### config.mk
export PLATFORM = sky130hd
export DESIGN_NAME = lnb_left_buf
export DESIGN_NICKNAME = d
export VERILOG_FILES = /design/src/rtl/lnb_pkg.sv /design/src/rtl/lnb_row_map.sv /design/src/rtl/lnb_store.sv /design/src/rtl/lnb_left_buf.sv
export SDC_FILE = /design/constraint.sdc
export NUM_CORES = 1
export LEC_CHECK = 0
export ABC_AREA = 1
export BUFFER_PORTS_ARGS = -buffer_cell sky130_fd_sc_hd__buf_2
export CORE_ASPECT_RATIO = 1.1
export CORE_MARGIN = 3
export CORE_UTILIZATION = 50
export DETAILED_ROUTE_END_ITERATION = 7
export PLACE_DENSITY = 0.65
export SLEW_MARGIN = 40
export SYNTH_ARGS = -nofsm -noshare
export SYNTH_HDL_FRONTEND = slang
export SYNTH_SLANG_ARGS = --single-unit
### constraint.sdc
create_clock -name clk -period 2.8 [get_ports clk]
set_clock_uncertainty 0.2 [all_clocks]
set_input_delay 0.14 -clock clk [delete_from_list [all_inputs] [get_ports clk]]
set_output_delay 0.14 -clock clk [all_outputs]
set_load 0.01 [all_outputs]
### src/rtl/lnb_pkg.sv
// Package: shared defaults and the pair coding mode encoding for the
// left-neighbour column buffer. Assumes one sample per byte lane.
package lnb_pkg;
    localparam int PIX_W_DEF = 8;   // bits per sample
    localparam int MB_H_DEF  = 16;  // lines per macroblock
    localparam int BLK_DEF   = 4;   // block edge in samples

    typedef enum logic {
        PAIR_FRAME = 1'b0,
        PAIR_FIELD = 1'b1
    } pair_mode_e;
endpackage

### src/rtl/lnb_row_map.sv
// Module: lnb_row_map
// Turns (block row, upper/lower macroblock, pair mode) into the physical
// pair line of each of the BLK lanes. Frame mode stacks the macroblocks,
// field mode interleaves them by line parity. Purely combinational.
module lnb_row_map #(
    parameter int MB_H = lnb_pkg::MB_H_DEF,
    parameter int BLK  = lnb_pkg::BLK_DEF,
    localparam int ROWS = 2 * MB_H,
    localparam int RW   = $clog2(ROWS),
    localparam int BRW  = $clog2(MB_H / BLK)
) (
    input  logic                    pair_field,
    input  logic                    mb_bot,
    input  logic [BRW-1:0]          blk_row,
    output logic [BLK-1:0][RW-1:0]  lines
);
    import lnb_pkg::*;

    for (genvar l = 0; l < BLK; l++) begin : g_lane
        // Line inside the macroblock that this lane covers.
        localparam int LANE = l;
        logic [31:0] in_mb;
        assign in_mb = 32'(int'(blk_row) * BLK + LANE);

        // Pick stacked or interleaved placement from the pair mode.
        always_comb begin
            if (pair_mode_e'(pair_field) == PAIR_FIELD)
                lines[l] = RW'(in_mb * 2 + 32'(mb_bot));
            else
                lines[l] = RW'(32'(mb_bot) * MB_H + in_mb);
        end
    end
endmodule

### src/rtl/lnb_store.sv
// Module: lnb_store
// One sample and one valid flag per pair line. LANES lines are written
// at once (the lines must be distinct) and LANES lines are read
// combinationally. Clear has priority over write. Synchronous reset.
module lnb_store #(
    parameter int ROWS  = 32,
    parameter int PIX_W = lnb_pkg::PIX_W_DEF,
    parameter int LANES = lnb_pkg::BLK_DEF,
    localparam int RW   = $clog2(ROWS)
) (
    input  logic                       clk,
    input  logic                       rst_n,
    input  logic                       clr,
    input  logic                       we,
    input  logic [LANES-1:0][RW-1:0]   lines,
    input  logic [LANES-1:0][PIX_W-1:0] wr_pix,
    output logic [LANES-1:0][PIX_W-1:0] rd_pix,
    output logic [LANES-1:0]           rd_ok
);
    logic [PIX_W-1:0] mem [ROWS];
    logic [ROWS-1:0]  vld;

    // Storage update: reset/clear empties everything, else write lanes.
    always_ff @(posedge clk) begin
        if (!rst_n || clr) begin
            for (int r = 0; r < ROWS; r++) mem[r] <= '0;
            vld <= '0;
        end else if (we) begin
            for (int l = 0; l < LANES; l++) begin
                mem[lines[l]] <= wr_pix[l];
                vld[lines[l]] <= 1'b1;
            end
        end
    end

    for (genvar l = 0; l < LANES; l++) begin : g_rd
        // Combinational read of one selected line.
        assign rd_pix[l] = mem[lines[l]];
        assign rd_ok[l]  = vld[lines[l]];
    end
endmodule

### src/rtl/lnb_left_buf.sv
// Module: lnb_left_buf (top)
// Left-neighbour column buffer for one macroblock pair. The same selection
// inputs address the write of a finished block's right column and the
// read of the current block's left neighbours; the read shows the state
// before any write in the same cycle. Assumes blk_done is a single-cycle
// strobe and that row_start precedes the first pair of a picture row.
module lnb_left_buf #(
    parameter int PIX_W = lnb_pkg::PIX_W_DEF,
    parameter int MB_H  = lnb_pkg::MB_H_DEF,
    parameter int BLK   = lnb_pkg::BLK_DEF,
    localparam int ROWS = 2 * MB_H,
    localparam int RW   = $clog2(ROWS),
    localparam int BRW  = $clog2(MB_H / BLK)
) (
    input  logic                   clk,
    input  logic                   rst_n,
    input  logic                   row_start,
    input  logic                   blk_done,
    input  logic [BRW-1:0]         blk_row,
    input  logic                   mb_bot,
    input  logic                   pair_field,
    input  logic [BLK*PIX_W-1:0]   col_pix,
    output logic [BLK*PIX_W-1:0]   nbr_pix,
    output logic                   nbr_avail
);
    logic [BLK-1:0][RW-1:0]    sel_lines;
    logic [BLK-1:0][PIX_W-1:0] wr_lanes;
    logic [BLK-1:0][PIX_W-1:0] rd_lanes;
    logic [BLK-1:0]            rd_ok;

    // Lane view of the incoming column and of the outgoing neighbours.
    assign wr_lanes  = col_pix;
    assign nbr_pix   = rd_lanes;
    assign nbr_avail = &rd_ok;

    lnb_row_map #(.MB_H(MB_H), .BLK(BLK)) map_i (
        .pair_field (pair_field),
        .mb_bot     (mb_bot),
        .blk_row    (blk_row),
        .lines      (sel_lines)
    );

    lnb_store #(.ROWS(ROWS), .PIX_W(PIX_W), .LANES(BLK)) store_i (
        .clk    (clk),
        .rst_n  (rst_n),
        .clr    (row_start),
        .we     (blk_done),
        .lines  (sel_lines),
        .wr_pix (wr_lanes),
        .rd_pix (rd_lanes),
        .rd_ok  (rd_ok)
    );
endmodule

==> results.py <==
metrics = {
    "finish": {
        "fillers": 2801,
        "multi_input_area_um2": 6020,
        "drive_above_1_share_pct": 14.5,
        "layout.nets": 1992,
        "final_common_cell": "nand2_1",
        "syn_to_final_growth_pct": 15.9,
        "register_area_um2": 8330,
        "final_cell_mix": "478 x nand2_1, 256 x edfxtp_1, 185 x o22ai_1, 169 x nor2_1, 158 x o21ai_0",
    },
    "job": {
        "maxCapViolations": 0,
    },
    "timing": {
        "slew_viol_final": 0,
        "rsz0062_at_grt": "no",
        "max_slew.worst_pin.slew_ns": 0.974,
        "finalHoldViolCount": 0,
        "finalSetupTns_ns": 0,
        "relSlewSlack_pct": 34.7,
        "finalCritPeriodShare_pct": 95.7,
        "setup_viol": 0,
        "period_needed_ns": 2.68,
        "fmax_mhz": 373,
    },
    "clock_tree": {
        "post-cts-setup-buffer-count": 0,
        "worstSkewPairLatency_ns": 0.53,
        "path_clk_slew_ns": 0.06,
        "cts_max_level": 2,
        "cts-root-buf": "clkbuf_16",
        "cts_tree": "yes",
        "ctsHoldBuffers": 19,
        "cts_sinks": 288,
        "cts.path.max_buffers": 3,
        "cts_made_buffers": 34,
        "cts_resized": 0,
    },
    "setup_path": {
        "cpPeakStageDelay_ns": 0.42,
        "regToRegEndpoint": "store_i.vld[5]",
        "crit_start": "pair_field",
        "crit_path_start_kind": "input pin",
        "crit_fanout": 12,
        "critPathSlowestCell": "nand4_1",
        "rrSetupSlack_ns": 1.96,
        "cp-endpoint": "nbr_pix[8]",
        "rr_worst_depth": 2,
        "end_kind": "primary output",
        "r2r_start": "store_i.vld[5]",
        "path_cells": "buf_2 > inv_2 > nand4_1 > buf_4 > inv_1 > nand2_1 > o21ai_0 > nor2_1 > nand4_1 > buf_2",
        "critPathRequiredTime_ns": 2.46,
        "critPathKind": "in -> out",
        "cp_data_arrival_time_ns": 2.34,
    },
    "logic_synthesis": {
        "synth-compound-area-share_pct": 17.9,
        "synth_cell_types": 38,
        "synthTopCellsByArea": "edfxtp_1 49%, nand2_1 11%, o22ai_1 7.4%",
        "syn-cell-area_um2": 15700,
        "yosysSeqAreaShare_pct": 53.1,
        "synth-main-ff-cell": "edfxtp_1",
        "synthArstFlopShare_pct": 0,
        "synthCells": 1859,
        "yosysTopAreaCell": "edfxtp_1",
        "synth_top_family_by_area": "simple AND/OR/NAND/NOR gates",
        "yosys.area_share.simple_pct": 20.4,
        "synth_nets": 1899,
        "yosysTopAreaCellShare_pct": 49.0,
        "muxShareOfSynthArea_pct": 0,
        "synth_edf_count": 256,
        "syn_avg_cell_area_um2": 8.44,
        "synthXorXnorAreaFrac_pct": 0,
        "ys_ff_latch": 288,
        "yosys_warnings": 0,
        "synthAdderAreaFrac_pct": 0,
    },
    "power_and_ir_drop": {
        "power_leakage_nw": 7.44,
        "peakVddDrop_mv": 0.757,
        "power.density_nw_per_um2": 621,
        "p_total_mw": 11.3,
    },
    "global_route": {
        "antenna_found_initial": 2,
        "grt_pass1_vias": 14800,
        "overflow": 0,
        "track_usage_pct": 44.1,
        "grt_start_max_net_pins": 65,
        "grt_pass1_wl_um": 105000,
    },
    "min_path": {
        "min_path_type": "in -> reg",
    },
    "outcome": {
        "status": "finished, final reports clean",
    },
    "route": {
        "wire_per_inst_um": 31.3,
        "via_count": 15800,
        "wl_um": 75000,
        "first_iter_violations": 2981,
        "drc_errors": 0,
        "antenna_left": 0,
        "vias_per_cell": 6.61,
        "drtPass1Iterations": 6,
    },
    "die": {
        "core_area_um2": 30700,
        "row_count": 67,
        "dieArea_um2": 33600,
        "io_pins": 73,
        "die_h_um": 192,
        "start_util_pct": 51.2,
        "die_w_um": 175,
    },
    "place": {
        "gp_congestion": 1.07,
        "dpl.hpwl_um": 53600,
        "portBuffers": 72,
    },
}
-- how the worst min path moves through the flow --
stage | startpoint | to | slack [ns] | cells after the start
global placement | store_i.vld[15] | store_i.vld[15] | 0.24 | 2
CTS | col_pix[14] | store_i.mem[2][6] | 0.002 | 3
global route | col_pix[14] | store_i.mem[18][6] | 0.02 | 3
finish | col_pix[12] | store_i.mem[2][4] | 0.02 | 4
floorplan | row_start | store_i.vld[23] | 0.11 | 3
detailed placement | store_i.vld[3] | store_i.vld[3] | 0.24 | 2
-- state kept, by name, summed over array words and instances (netlist names) --
name and count:
store_i.mem 256, store_i.vld 32
-- cells in the mapped netlist (2+ instances only) --
cell type,number
a21boi_0,2
a21oi_1,49
a22oi_1,30
buf_1,3
buf_2,71
buf_4,6
buf_6,5
clkbuf_1,60
dfxtp_1,32
edfxtp_1,256
inv_1,160
inv_2,17
nand2_1,479
nand2_2,9
nand3_1,72
nand3b_1,6
nand4_1,14
nand4_2,3
nor2_1,171
nor2_2,5
nor2_4,3
nor3_2,3
o211ai_1,26
o21a_1,4
o21ai_0,159
o21ai_1,4
o21bai_1,4
o22ai_1,185
o2bb2ai_1,5
o32ai_1,4
or2_2,5
-- where the power goes --
| part | switching (mW) | internal [mW] | total [mW] |
|---|---|---|---|
| combinational | 1.16 | 0.413 | 1.57 |
| clock | 1.83 | 2.85 | 4.68 |
| sequential | 0.135 | 4.91 | 5.04 |
-- cell type report --
type | count | share of cell area (%)
Clock buffer | 44 | 5.41
Sequential cell | 288 | 45.8
Antenna cell | 2 | 0.0275
Multi-Input combinational cell | 1249 | 33.1
Clock inverter | 18 | 1.03
Inverter | 177 | 3.65
Timing Repair Buffer | 202 | 8.16
Tap cell | 414 | 2.85
-- kinds of logic after synthesis --
| kind of cell | Yosys count |
|---|---|
| AOI/OAI and AO/OA | 475 |
| buffers and inverters | 322 |
| DFF | 288 |
| and+or+nand+nor | 774 |
-- worst max-delay path: cells and delay by family --
| family | cells | cell delay (ns) |
|---|---|---|
| buffers and inverters | 5 | 1.15 |
| AND/OR/NAND/NOR | 4 | 0.85 |
| AO/OA/AOI/OAI | 1 | 0.19 |
-- per-layer routing --
| metal | vias to the layer above | track usage, % | share of wire [%] |
|---|---|---|---|
| met5 | - | 0 | 0.017 |
| met4 | 2 | 26.0 | 7.5 |
| met3 | 308 | 13.2 | 15 |
| met2 | 1544 | 64.4 | 41 |
| met1 | 7347 | 58.2 | 36 |
| li1 | 6619 | - | - |
-- through the flow --
| step | hold slack, ns | instances | instance area (um2) | setup slack (ns) | utilization [%] |
|---|---|---|---|---|---|
| 6_report | 0.0166 | 2394 | 18200 | 0.121 | 59.3 |
| 5_1_grt | 0.0239 | 2392 | 18200 | 0.0808 | 59.3 |
| 4_1_cts | 0.00173 | 2392 | 18200 | 0.191 | 59.3 |
| 3_5_place_dp | 0.242 | 2311 | 16800 | 0.203 | 54.8 |
| 3_3_place_gp | 0.237 | 2311 | 16800 | 0.123 | 54.8 |
| 2_1_floorplan | 0.109 | 1859 | 15700 | 0.822 | - |
(Power assumes the default switching activity.)
